--- src/rtl/mtx_pkg.sv ---
package mtx_pkg;
   function automatic int clog2_min1(input int val);
      int r;
      r = 1;
      while ((1 << r) < val) r++;
      return r;
   endfunction
endpackage

--- src/rtl/mtx_tick_gen.sv ---
module mtx_tick_gen #(
   parameter int DIV_W = 16
) (
   input  logic             clk,
   input  logic             rst,
   input  logic             run,
   input  logic [DIV_W-1:0] div_ratio,
   output logic             tick
);
   logic [DIV_W-1:0] cnt;
   logic [DIV_W-1:0] last;

   generate
      if (DIV_W == 1) begin : g_narrow
         assign last = '0;
      end else begin : g_wide
         assign last = (div_ratio == '0) ? '0 : div_ratio - 1'b1;
      end
   endgenerate

   assign tick = run && (cnt == last);

   always_ff @(posedge clk) begin
      if (rst || !run || tick) cnt <= '0;
      else                     cnt <= cnt + 1'b1;
   end
endmodule

--- src/rtl/mtx_word_shifter.sv ---
module mtx_word_shifter #(
   parameter int WORD_W = 32
) (
   input  logic              clk,
   input  logic              rst,
   input  logic [WORD_W-1:0] in_data,
   input  logic              in_valid,
   output logic              in_ready,
   input  logic              bit_done,
   output logic              cur_bit,
   output logic              busy
);
   localparam int CNT_W = mtx_pkg::clog2_min1(WORD_W + 1);

   logic [WORD_W-1:0] sreg;
   logic [CNT_W-1:0]  bits_left;
   logic              load;

   assign in_ready = (bits_left == '0) ||
                     ((bits_left == CNT_W'(1)) && bit_done);
   assign load     = in_valid && in_ready;
   assign cur_bit  = sreg[0];
   assign busy     = (bits_left != '0);

   always_ff @(posedge clk) begin
      if (rst) begin
         sreg      <= '0;
         bits_left <= '0;
      end else if (load) begin
         sreg      <= in_data;
         bits_left <= CNT_W'(WORD_W);
      end else if (bit_done) begin
         sreg      <= sreg >> 1;
         bits_left <= bits_left - 1'b1;
      end
   end
endmodule

--- src/rtl/mtx_phase_enc.sv ---
module mtx_phase_enc #(
   parameter int HALF_TICKS = 6
) (
   input  logic clk,
   input  logic rst,
   input  logic tick,
   input  logic cur_bit,
   output logic bit_done,
   output logic line_out
);
   localparam int BIT_TICKS = 2 * HALF_TICKS;
   localparam int PH_W      = mtx_pkg::clog2_min1(BIT_TICKS);

   logic [PH_W-1:0] ph;
   logic            at_last;

   assign at_last  = (ph == PH_W'(BIT_TICKS - 1));
   assign bit_done = tick && at_last;

   always_ff @(posedge clk) begin
      if (rst) begin
         ph       <= '0;
         line_out <= 1'b0;
      end else if (tick) begin
         ph <= at_last ? '0 : ph + 1'b1;
         if (ph == '0)                     line_out <= ~cur_bit;
         else if (ph == PH_W'(HALF_TICKS)) line_out <= cur_bit;
      end
   end
endmodule

--- src/rtl/mtx_manchester_tx.sv ---
module mtx_manchester_tx #(
   parameter int WORD_W     = 32,
   parameter int HALF_TICKS = 6,
   parameter int DIV_W      = 16
) (
   input  logic              clk,
   input  logic              rst,
   input  logic [DIV_W-1:0]  div_ratio,
   input  logic [WORD_W-1:0] in_data,
   input  logic              in_valid,
   output logic              in_ready,
   output logic              line_out
);
   generate
      if (WORD_W < 2)     begin : g_bad_word $error("WORD_W must be at least 2"); end
      if (HALF_TICKS < 1) begin : g_bad_half $error("HALF_TICKS must be at least 1"); end
      if (DIV_W < 1)      begin : g_bad_div  $error("DIV_W must be at least 1"); end
   endgenerate

   logic tick, busy, cur_bit, bit_done;

   mtx_tick_gen #(.DIV_W(DIV_W)) i_tick (
      .clk(clk), .rst(rst), .run(busy), .div_ratio(div_ratio), .tick(tick)
   );

   mtx_word_shifter #(.WORD_W(WORD_W)) i_shift (
      .clk(clk), .rst(rst), .in_data(in_data), .in_valid(in_valid),
      .in_ready(in_ready), .bit_done(bit_done), .cur_bit(cur_bit), .busy(busy)
   );

   mtx_phase_enc #(.HALF_TICKS(HALF_TICKS)) i_phase (
      .clk(clk), .rst(rst), .tick(tick), .cur_bit(cur_bit),
      .bit_done(bit_done), .line_out(line_out)
   );
endmodule

--- config.mk ---
export PLATFORM = sky130hd
export DESIGN_NAME = mtx_manchester_tx
export DESIGN_NICKNAME = d
export VERILOG_FILES = /design/src/rtl/mtx_pkg.sv /design/src/rtl/mtx_tick_gen.sv /design/src/rtl/mtx_word_shifter.sv /design/src/rtl/mtx_phase_enc.sv /design/src/rtl/mtx_manchester_tx.sv
export SDC_FILE = /design/constraint.sdc
export NUM_CORES = 1
export LEC_CHECK = 0
export ABC_AREA = 1
export BUFFER_PORTS_ARGS = -buffer_cell sky130_fd_sc_hd__buf_2
export CAP_MARGIN = 20
export CORE_MARGIN = 1
export CORE_UTILIZATION = 40
export CTS_BUF_LIST = sky130_fd_sc_hd__clkbuf_16
export DETAILED_ROUTE_END_ITERATION = 16
export SETUP_SLACK_MARGIN = 0.02
export SYNTH_ARGS = -nofsm -noshare
export SYNTH_HDL_FRONTEND = slang
export SYNTH_SLANG_ARGS = --single-unit
--- constraint.sdc ---
create_clock -name clk -period 2.8 [get_ports clk]
set_input_delay 0.56 -clock clk [delete_from_list [all_inputs] [get_ports clk]]
set_output_delay 0.56 -clock clk [all_outputs]
set_load 0.005 [all_outputs]
==> results of run 1 <==
## cell type report
cell class | instances | area [sq um] | area share
well taps | 133 | 166.4 | 0.03110
repair buffers | 124 | 915.9 | 0.1711
clock inverters | 6 | 82.58 | 0.01543
multi-input cells | 484 | 2445 | 0.4569
inverters | 88 | 335.3 | 0.06266
clock buffers | 9 | 225.2 | 0.04209
flip-flops and latches | 59 | 1181 | 0.2207
## report_power, final
group,total [mW],switching [mW],internal [mW]
clock network,1.17,0.400,0.768
registers,0.902,0.0210,0.881
logic,0.394,0.210,0.184
total,2.46,0.630,1.83
## sequential cells by signal (all words and copies together), names as in the netlist
| signal | cells |
|---|---|
| i_shift.sreg | 32 |
| i_tick.cnt | 16 |
| i_shift.bits_left | 6 |
| i_phase.ph | 4 |
| i_phase.line_out | 1 |
## worst register-to-register path, stage by stage, from the launching register on
cell and delay [ns]:
dfxtp_1 0.37, inv_1 0.09, nor3_1 0.19, inv_1 0.09
nor2_1 0.13, nand2_1 0.11, nor3_1 0.33, nand3_1 0.21
nor2_1 0.23, nand3_1 0.13, inv_1 0.09, nand4_1 0.11
xor2_1 0.17, nor2_1 0.05
## metal layers
metal  up-vias  share of wire  routed length, um
met1      2032           0.46               5056
met5         -              0                  0
li1       2318              -                  -
met2        74           0.49               5357
met4         0          0.014                147
met3        13          0.029                313
## layout by cell type, fill, tap and decap left out, drive strengths merged, types with 4 or more instances in the layout
cell    instances
ha              8
buf           121
nand4          20
a21oi          42
nand2         195
nor2           69
dfxtp          59
xor2           12
nand3         102
o21ai           4
nor3           13
clkbuf         12
nor3b           4
inv            89
## logic make-up (layout without fill, tap and decap cells)
family / after synthesis / after routing / synth area share
compound gates: 54 / 54 / 0.07215
xor+xnor: 12 / 12 / 0.02635
fa+ha+maj: 8 / 8 / 0.02510
buf+inv: 115 / 227 / 0.1217
flops: 59 / 59 / 0.2961
simple gates: 408 / 410 / 0.4586
## stage by stage
stage               TNS, ns  instances  cell area (sq um)  total power, mW  utilization
detailed placement   -2.394        875               4758            1.267       0.4891
floorplan                 0        656               3994            1.127            -
CTS                       0        899               5189            2.447       0.5333
finish                    0        903               5351            2.464       0.5500
global route        -0.1375        903               5351            2.567       0.5500
global placement    -0.1799        875               4758            1.258       0.4891
## how the worst min path moves through the flow
stage                       endpoint             start  slack [ns]
floorplan              i_tick.cnt[0]     i_tick.cnt[0]        0.43
global placement       i_tick.cnt[0]     i_tick.cnt[0]        0.46
detailed placement  i_shift.sreg[21]  i_shift.sreg[21]        0.47
CTS                 i_shift.sreg[31]  i_shift.sreg[31]        0.48
global route         i_shift.sreg[7]   i_shift.sreg[7]        0.50
finish              i_shift.sreg[14]  i_shift.sreg[14]        0.48
## what timing repair did
action / 4_1_cts / 5_1_grt
gates cloned: 2 / 3
setup endpoints to repair: 1 / 24
setup buffers: 7 / 1
pin swaps: 10 / 15
gates resized for setup: 11 / 23
==> run summary, run 1 <==
Status - finished clean
Slew Viols, Final - 0
Dpl ws - -0.1239 ns
Dominant cell type by area after synthesis - dfxtp_1
Async SR Flop Fraction - 0
# IOs - 53
Critical Path Source - div_ratio[2]
Cell leakage power - 2.593 nW
GP Congestion - 0.8369
CP Launch Type - primary input
Iteration count of the initial detailed-routing pass - 5
VDD IR-drop max - 0.2729 mV
Mapped Area - 0.003989 sq mm
Die area - 0.01038 sq mm
Clock transition at the registers of the reported paths - 0.05 ns
Hold path depth - 2
Crit. End Element - output port
R2R Setup Slk - 0.41 ns
Core area - 0.009729 sq mm
Die Ht - 101.9 um
Max cap viols - 0
CTS tree - done
Via/cell ratio - 4.914
Most frequent cell after synthesis - nand2_1
Post-Route WL - 10.88 mm
Slew @ Worst Pin - 0.6312 ns
Mapped Nets - 715
Setup-failing EPs final - 0
Worst min-delay path class - reg2reg
Vias post-DR - 4,437
Seq cells post-synth - 59
Total clock sinks - 59
Mapped Avg Cell Area - 6.081 sq um
CP required - 2.24 ns
Die Wd - 101.9 um
Fmax - 0.3630 GHz
Crit path depth - 15
Antenna Cells - 0
Cell Rows - 36
Post-synth cell types - 31
Starting Density - 0.4100
Vias in the first global route - 4,110
Layout cell share with drive strength beyond 1 - 0.2312
Rel. slew slack - 0.5792
Syn Inst Count - 656
Clock insertion delay at the later pin of the skew report - 0.33 ns
WL/cell - 12.04 um
Initial DRC count - 215
Crit-path most repeated cell - nand2_1
Critical path type - in2out
Top cell type's share of synthesized area - 0.2961
Pwr/cell area - 460.4 mW/mm^2
Post-synth EDFFs - 0
Slowest cell on crit path - nor2_4
Clock Tree Buf Depth - 2
M3 GR Usage - 0.03420
Crit Reg-Reg Startpoint - i_tick.cnt[1]
Largest net degree at the start of global routing - 48
Post-layout min period - 2.755 ns
Crit path capture - in_ready
Synthesis-to-layout area growth - 34.16%
Hold Fails Final Rpt - 0
RSZ-0062 raised after global routing - yes
H-tree depth - 3
Global route overflow - 0
FF-to-FF path depth - 13
Buf+Inv Stages, Crit Path - 2
Crit path cell chain - buf_2 -> nor2_4 -> nand2_2 -> nor2_4 -> nand2_1 -> nand2_1 -> nand3_1 -> nand2_2 -> nand2_1 -> nor2_1 -> nand2_1 -> nor2_2 -> nand4_1 -> nand2_2 -> buf_6
Antenna violations before repair - 0
GRT busiest layer - met2
DPL Wire Length - 7.563 mm
Met1 Use GR - 0.2623
Crit path max-delay family - simple AND/OR/NAND/NOR gates
Number of routed nets with antenna violations - 0
Clock Skew - 0.004821 ns
Final worst slack - 0.04485 ns
Global Route Usage Sum - 0.2136
CP max stage delay - 0.24 ns
Met2 GRT Util - 0.3789
WP data arrival - 2.20 ns
Post-route DRC - 0
Clock root buffer - clkbuf_16
Worst hold slack - 0.4788 ns
Largest cells by area after synthesis - dfxtp_1 (30%), nand2_1 (18%), nand3_1 (13%)
CTS Buf Count - 9
Number of port buffers - 52
Global-route wire length before repair - 17.77 mm
Post-synthesis sequential area ratio - 0.2961
Post-synth top cells - nand2_1 (188), nand3_1 (101), inv_1 (88), nor2_1 (60), dfxtp_1 (59)
CP max FO - 7
Syn. warnings - 0
Crit share post-route - 0.9840
Fill cells - 976
R2R Path End - i_tick.cnt[15]
Post-synth top flop - dfxtp_1
Nets@finish - 825
Hold Buf Count CTS - 0
Power figures use the tool's default switching activity.
==> inputs of run 2 (changes only) <==
Settings changed: SYNTH_HIERARCHICAL set to 1.
==> run 2 against run 1 <==
Effect of this change:
- the flow now finishes with violations (negative setup slack)
- routed wire length down 6.0%
- non-clock buffer count unchanged
- design area about the same
- worst setup slack worse by 0.30 ns
- sequential power about the same
- via count down 4.8%
- first-iteration DRC count down 24%
- final cell count down 3.8%
- sequential share of layout area about the same
- power down 7.7%
- flip-flop and latch count unchanged
- critical endpoint unchanged
- largest cell class unchanged
==> run summary, run 2 <==
Synthesis-to-layout area growth - 36.05% (was 34.16%)
# IOs - 53 (unchanged)
Global Route Usage Sum - 0.1940 (was 0.2136)
Most frequent cell after synthesis - nand2_1 (unchanged)
Met2 GRT Util - 0.3271 (was 0.3789)
Clock Tree Buf Depth - 2 (unchanged)
Die area - 0.01024 sq mm (was 0.01038 sq mm)
CP max FO - 6 (was 7)
Critical path type - in2out (unchanged)
GRT busiest layer - met2 (unchanged)
Cell leakage power - 2.562 nW (was 2.593 nW)
Number of port buffers - 52 (unchanged)
Met1 Use GR - 0.2488 (was 0.2623)
Largest family of logic cells by synthesized area - simple AND/OR/NAND/NOR gates (unchanged)
Syn. warnings - 6 (was 0)
Mapped Avg Cell Area - 6.238 sq um (was 6.081 sq um)
Violated checks - negative setup slack
Most frequent cells in the layout - nand2_1 (178), inv_1 (80), nand3_1 (62), dfxtp_1 (59), buf_4 (55) (was nand2_1 (182), nand3_1 (99), inv_1 (87), buf_4 (66), dfxtp_1 (59))
Clock transition at the registers of the reported paths - 0.05 ns (about the same)
Syn Inst Count - 631 (was 656)
Max cap viols - 0 (unchanged)
Clock insertion delay at the later pin of the skew report - 0.33 ns (about the same)
Mux cell area share after synthesis - 0 (unchanged)
Largest net degree at the start of global routing - 44 (was 48)
Rel. slew slack - 0.7359 (was 0.5792)
Post-synth top flop - dfxtp_1 (unchanged)
Starting Density - 0.4200 (was 0.4100)
Layout cell share with drive strength beyond 1 - 0.2730 (was 0.2312)
Post-synth EDFFs - 0 (unchanged)
Slew Viols, Final - 0 (unchanged)
CP Launch Type - primary input (unchanged)
Area occupied by multi-input gates - 0.002444 sq mm (was 0.002445 sq mm)
Vias in the first global route - 3,664 (was 4,110)
VDD IR-drop max - 0.2636 mV (was 0.2729 mV)
Number of routed nets with antenna violations - 0 (unchanged)
DPL Wire Length - 6.865 mm (was 7.563 mm)
Fill cells - 957 (was 976)
Vias post-DR - 4,223 (was 4,437)
CP required - 2.24 ns (about the same)
Initial DRC count - 164 (was 215)
Compound-Gate Fraction of Synth Area - 0.06516 (was 0.07215)
H-tree depth - 3 (unchanged)
Clock root buffer - clkbuf_16 (unchanged)
Largest cells by area after synthesis - dfxtp_1 (30%), nand2_1 (18%), nand3_1 (8.5%) (was dfxtp_1 (30%), nand2_1 (18%), nand3_1 (13%))
Placed cell area - 0.004716 sq mm (was 0.004758 sq mm)
Final Power - 2.273 mW (was 2.464 mW)
Clock Skew - 0.007802 ns (was 0.004821 ns)
Global-route wire length before repair - 16.12 mm (was 17.77 mm)
Top reg by flops - i_shift/sreg (was i_shift.sreg)
Antenna violations before repair - 0 (unchanged)
Status - finished with violations (was finished clean)
Largest register FFs - 32 (unchanged)
Slowest cell on crit path - xor2_1 (was nor2_4)
Antenna Cells - 0 (unchanged)
Post-synthesis sequential area ratio - 0.3001 (was 0.2961)
Die Wd - 101.2 um (was 101.9 um)
Pwr/cell area - 424.5 mW/mm^2 (was 460.4 mW/mm^2)
RSZ-0062 raised after global routing - yes (unchanged)
Nets@finish - 795 (was 825)
Design area - 0.005355 sq mm (was 0.005351 sq mm)
Post-route DRC - 0 (unchanged)
Synth Area in Simple Gates - 0.4415 (was 0.4586)
Global route overflow - 0 (unchanged)
CP max stage delay - 0.19 ns (was 0.24 ns)
Mapped Area - 0.003936 sq mm (was 0.003989 sq mm)
Sequential cell area - 0.001181 sq mm (unchanged)
Fmax - 0.3269 GHz (was 0.3630 GHz)
Via/cell ratio - 4.860 (was 4.914)
Final worst slack - -0.2590 ns (was 0.04485 ns)
GP Congestion - 0.8556 (was 0.8369)
Core area - 0.009371 sq mm (was 0.009729 sq mm)
Top cell type's share of synthesized area - 0.3001 (was 0.2961)
Hold Fails Final Rpt - 0 (unchanged)
CTS tree - done (unchanged)
Crit-path most repeated cell - nor2_4 (was nand2_1)
Die Ht - 101.2 um (was 101.9 um)
Seq cells post-synth - 59 (unchanged)
WL/cell - 11.76 um (was 12.04 um)
Crit. End Element - output port (unchanged)
Worst min-delay path class - reg2reg (unchanged)
M3 GR Usage - 0.04348 (was 0.03420)
Xor/xnor share of the synthesized area - 0.04005 (was 0.02635)
Post-layout min period - 3.059 ns (was 2.755 ns)
Post-synth top cells - nand2_1 (187), inv_1 (84), nand3_1 (67), dfxtp_1 (59), nor2_1 (54) (was nand2_1 (188), nand3_1 (101), inv_1 (88), nor2_1 (60), dfxtp_1 (59))
Setup-failing EPs final - 28 (was 0)
Crit path cell chain - buf_2 -> buf_4 -> nor2_2 -> nand2_2 -> nor2_4 -> buf_4 -> nand3_1 -> nand3_2 -> xor2_1 -> nand3_2 -> nor2_4 -> inv_2 -> nor2_4 -> nand2_4 -> nand2_4 -> and2_4 -> buf_6 (was buf_2 -> nor2_4 -> nand2_2 -> nor2_4 -> nand2_1 -> nand2_1 -> nand3_1 -> nand2_2 -> nand2_1 -> nor2_1 -> nand2_1 -> nor2_2 -> nand4_1 -> nand2_2 -> buf_6)
Dominant cell type by area after synthesis - dfxtp_1 (unchanged)
Commonest non-fill, non-tap cell in the layout - nand2_1 (unchanged)
WP data arrival - 2.50 ns (was 2.20 ns)
Mapped Nets - 690 (was 715)
Post-synth cell types - 33 (was 31)
Total clock sinks - 59 (unchanged)
Async SR Flop Fraction - 0 (unchanged)
Slew @ Worst Pin - 0.3946 ns (was 0.6312 ns)
Post-Synth Adder-Cell Area - 0.02543 (was 0.02509)
Crit share post-route - 1.092 (was 0.9840)
Cell Rows - 35 (was 36)
Post-Route WL - 10.22 mm (was 10.88 mm)
CTS Buf Count - 9 (unchanged)
Top Registers - i_shift/sreg: 32 flops, i_tick/cnt: 16 flops, i_shift/bits_left: 6 flops (was i_shift.sreg: 32 flops, i_tick.cnt: 16 flops, i_shift.bits_left: 6 flops)
Iteration count of the initial detailed-routing pass - 4 (was 5)
[run 2: cell types whose count changed after synthesis, moves of 5 or more]
cell     change
a21oi_1      -7
nor2_1       -6
nand3_1     -34
xor2_1       +5
nand4_1     +22
[run 2: critical path: cells and delay by family]
family                 cells  cell delay (ns)
buffers and inverters      5             0.50
AND/OR/NAND/NOR           11             1.23
XOR/XNOR                   1             0.19
[run 2: power breakdown]
group	switching, mW	internal (mW)
Clock	0.395	0.592
Sequential	0.0212	0.880
Combinational	0.199	0.187
[run 2: per-layer routing]
metal,share of wire,up-vias
met5,0,-
met4,0.0057,0
met3,0.033,4
met2,0.50,66
met1,0.47,1928
li1,-,2225
[run 2: path summary, 6_finish.rpt]
kind | startpoint | to | slack (ns) | cells past startpoint
max | div_ratio[1] | in_ready | -0.26 | 17
min reg2reg | i_tick/cnt[0] | i_tick/cnt[0] | 0.47 | 1
max reg2reg | i_shift/bits_left[0] | i_shift/sreg[14] | 0.22 | 20
min | i_tick/cnt[0] | i_tick/cnt[0] | 0.47 | 1
[run 2: cell families (layout without fill, tap and decap cells)]
kind of cell	after synthesis	in the layout
AND/OR/NAND/NOR	383	384
AO/OA/AOI/OAI	46	46
XOR/XNOR	18	18
flip-flops	59	59
adder cells (fa/ha/maj)	8	8
buffers and inverters	117	225
[run 2: metrics by stage]
step | std cells | worst slack, ns | setup TNS, ns | util | hold WS [ns]
after detailed placement | 837 | -0.4083 | -10.62 | 0.5032 | 0.4670
after CTS | 855 | -0.2122 | -0.2122 | 0.5406 | 0.4799
final | 869 | -0.2590 | -1.047 | 0.5714 | 0.4725
after global placement | 837 | -0.3466 | -8.610 | 0.5032 | 0.4622
after floorplan | 631 | -0.1429 | -1.860 | - | 0.4363
after global routing | 869 | -0.4400 | -8.248 | 0.5714 | 0.4979
[run 2: what timing repair did]
item                       in CTS  in global routing
setup endpoints to repair       2                 39
buffers inserted                4                  7
gates cloned                    0                  7
hold buffers                    0                  0
resized for setup              17                 28
pin swaps                       4                 11
[run 2: area by class of cell]
cell class	instances	area share
clock buffer	9	0.04206
clock inverter	6	0.008178
inverter	86	0.06098
multi-input combinational	456	0.4563
sequential	59	0.2206
tap	129	0.03014
timing repair buffer	124	0.1818
==> inputs of run 3 (changes only) <==
Settings changed: CAP_MARGIN 20 to unset, HOLD_SLACK_MARGIN set to 0.08, SETUP_SLACK_MARGIN 0.02 to unset.
==> run 3 against run 2 <==
Effect of this change:
- global-route usage up 0.40 points
- critical endpoint unchanged
- the flow still finishes with violations (negative setup slack)
- power grew 6.5%
- count of clock-buffer cells in the layout is the same
- critical path type unchanged
- final cell count increased by 0.12%
- clock skew up 0.0032 ns
- first-iteration DRC count down 35%
- flip-flop and latch count is the same
- largest power group unchanged
==> run summary, run 3 (synthesis results as in run 2) <==
Status - finished with violations (unchanged)
Violated checks - negative setup slack (unchanged)
FF-to-FF path depth - 20 (unchanged)
Starting Density - 0.4200 (unchanged)
Placed insts - 835 (was 837)
CP required - 2.24 ns (about the same)
Final worst slack - -0.2652 ns (was -0.2590 ns)
Hold Crit Start - i_tick/cnt[0] (unchanged)
Crit Reg-Reg Startpoint - i_shift/bits_left[0] (unchanged)
Hold path depth - 1 (unchanged)
WP data arrival - 2.51 ns (was 2.50 ns)
Crit. End Element - output port (unchanged)
Clock root buffer - clkbuf_16 (unchanged)
Commonest non-fill, non-tap cell in the layout - nand2_1 (unchanged)
Cell Rows - 35 (unchanged)
Post-layout min period - 3.065 ns (was 3.059 ns)
R2R Setup Slk - 0.28 ns (was 0.22 ns)
Layout cell share with drive strength beyond 1 - 0.2982 (was 0.2730)
Setup-failing EPs final - 21 (was 28)
Util after Layout - 0.5869 (was 0.5714)
Core area - 0.009371 sq mm (unchanged)
Worst hold slack - 0.4716 ns (was 0.4725 ns)
CP max FO - 6 (unchanged)
Min-Delay Endpoint - i_tick/cnt[0] (unchanged)
Rel. slew slack - 0.5856 (was 0.7359)
CTS tree - done (unchanged)
DPL Wire Length - 6.702 mm (was 6.865 mm)
WL/cell - 11.38 um (was 11.76 um)
CTS Buf Count - 9 (unchanged)
Slew Viols, Final - 0 (unchanged)
Nets@finish - 795 (unchanged)
Most frequent cells in the layout - nand2_1 (171), inv_1 (80), dfxtp_1 (59), nand3_1 (58), buf_4 (52) (was nand2_1 (178), inv_1 (80), nand3_1 (62), dfxtp_1 (59), buf_4 (55))
# IOs - 53 (unchanged)
Fill cells - 902 (was 957)
Top reg by flops - i_shift/sreg (unchanged)
Slew @ Worst Pin - 0.6216 ns (was 0.3946 ns)
Die Ht - 101.2 um (unchanged)
Antenna violations before repair - 0 (unchanged)
Antenna Cells - 0 (unchanged)
R2R Path End - i_shift/sreg[8] (was i_shift/sreg[14])
Final cell count without fillers - 870 (was 869)
Clock Tree Buf Depth - 2 (unchanged)
Vias in the first global route - 3,746 (was 3,664)
RSZ-0062 raised after global routing - yes (unchanged)
Hold Fails Final Rpt - 0 (unchanged)
Critical path type - in2out (unchanged)
Synthesis-to-layout area growth - 39.73% (was 36.05%)
VDD IR-drop max - 0.2977 mV (was 0.2636 mV)
Cell leakage power - 2.629 nW (was 2.562 nW)
H-tree depth - 3 (unchanged)
Number of routed nets with antenna violations - 0 (unchanged)
Clock insertion delay at the later pin of the skew report - 0.33 ns (about the same)
Fmax - 0.3262 GHz (was 0.3269 GHz)
Clock transition at the registers of the reported paths - 0.05 ns (about the same)
Via/cell ratio - 4.802 (was 4.860)
Largest register FFs - 32 (unchanged)
Die Wd - 101.2 um (unchanged)
Die area - 0.01024 sq mm (unchanged)
Global-route wire length before repair - 16.20 mm (was 16.12 mm)
Worst min-delay path class - reg2reg (unchanged)
Number of port buffers - 52 (unchanged)
GP Congestion - 0.7989 (was 0.8556)
Top Registers - i_shift/sreg: 32 flops, i_tick/cnt: 16 flops, i_shift/bits_left: 6 flops (unchanged)
Post-route DRC - 0 (unchanged)
Vias post-DR - 4,178 (was 4,223)
Pwr/cell area - 440.3 mW/mm^2 (was 424.5 mW/mm^2)
Clock Skew - 0.01100 ns (was 0.007802 ns)
CP Launch Type - primary input (unchanged)
Total clock sinks - 59 (unchanged)
Global route overflow - 0 (unchanged)
Iteration count of the initial detailed-routing pass - 4 (unchanged)
Initial DRC count - 106 (was 164)
Largest net degree at the start of global routing - 34 (was 44)
Max cap viols - 0 (unchanged)
Global Route Usage Sum - 0.1980 (was 0.1940)
Post-Route WL - 9.900 mm (was 10.22 mm)
Crit share post-route - 1.095 (was 1.092)
TNS Setup - -0.7398 ns (was -1.047 ns)
Final Power - 2.422 mW (was 2.273 mW)
## run 3: metal layers
layer  vias to the layer above  GRT usage  share of wire
li1                       2225          -              -
met1                      1893     0.2542           0.48
met2                        56     0.3297           0.48
met3                         4    0.05038          0.026
met4                         0    0.05351         0.0066
met5                         -          0              0
## run 3: area by class of cell
cell class / count / area, sq um / share of cell area
sequential: 59 / 1181 / 0.2147
timing repair buffer: 124 / 992.2 / 0.1804
inverter: 86 / 326.6 / 0.05937
clock buffer: 9 / 225.2 / 0.04095
clock inverter: 7 / 83.83 / 0.01524
multi-input combinational: 456 / 2530 / 0.4600
tap: 129 / 161.4 / 0.02934
## run 3: metrics by stage
step	worst slack (ns)	cell area (sq um)
after floorplan	-0.1429	4024
after global placement	-0.3968	4696
after detailed placement	-0.4393	4696
after CTS	-0.2114	5214
after global routing	-0.3791	5500
final	-0.2652	5500
## run 3: how the worst max path moves through the flow
stage / from / end / cells past startpoint / slack (ns)
5_1_grt: div_ratio[2] / in_ready / 18 / -0.38
3_5_place_dp: div_ratio[1] / i_shift/bits_left[4] / 22 / -0.44
4_1_cts: div_ratio[1] / in_ready / 20 / -0.21
3_3_place_gp: div_ratio[4] / i_shift/bits_left[4] / 21 / -0.40
2_1_floorplan: div_ratio[0] / in_ready / 20 / -0.14
6_report: div_ratio[2] / in_ready / 17 / -0.27
## run 3: timing repair
item,in CTS,in global routing
hold buffers,0,0
cloned,1,3
pin swaps,17,22
gates resized for setup,26,55
buffers inserted,13,7
endpoints found under the setup margin,22,43
## run 3: power breakdown
| group | switching (mW) | total [mW] | internal [mW] | leakage [nW] |
|---|---|---|---|---|
| clock | 0.377 | 1.14 | 0.766 | 0.152 |
| sequential | 0.0215 | 0.902 | 0.881 | 0.483 |
| combinational | 0.196 | 0.376 | 0.180 | 1.99 |
## run 3: worst max-delay path, stage by stage
cell	delay [ns]
buf_6	0.10
buf_6	0.11
nor2_4	0.14
nand2_4	0.08
nor2_4	0.22
buf_6	0.14
nand3_1	0.08
nand3_2	0.10
xor2_1	0.18
nand3_2	0.14
nor2_4	0.13
inv_2	0.06
nor2_4	0.11
nand2_4	0.06
nand2_4	0.06
and2_4	0.14
buf_6	0.09
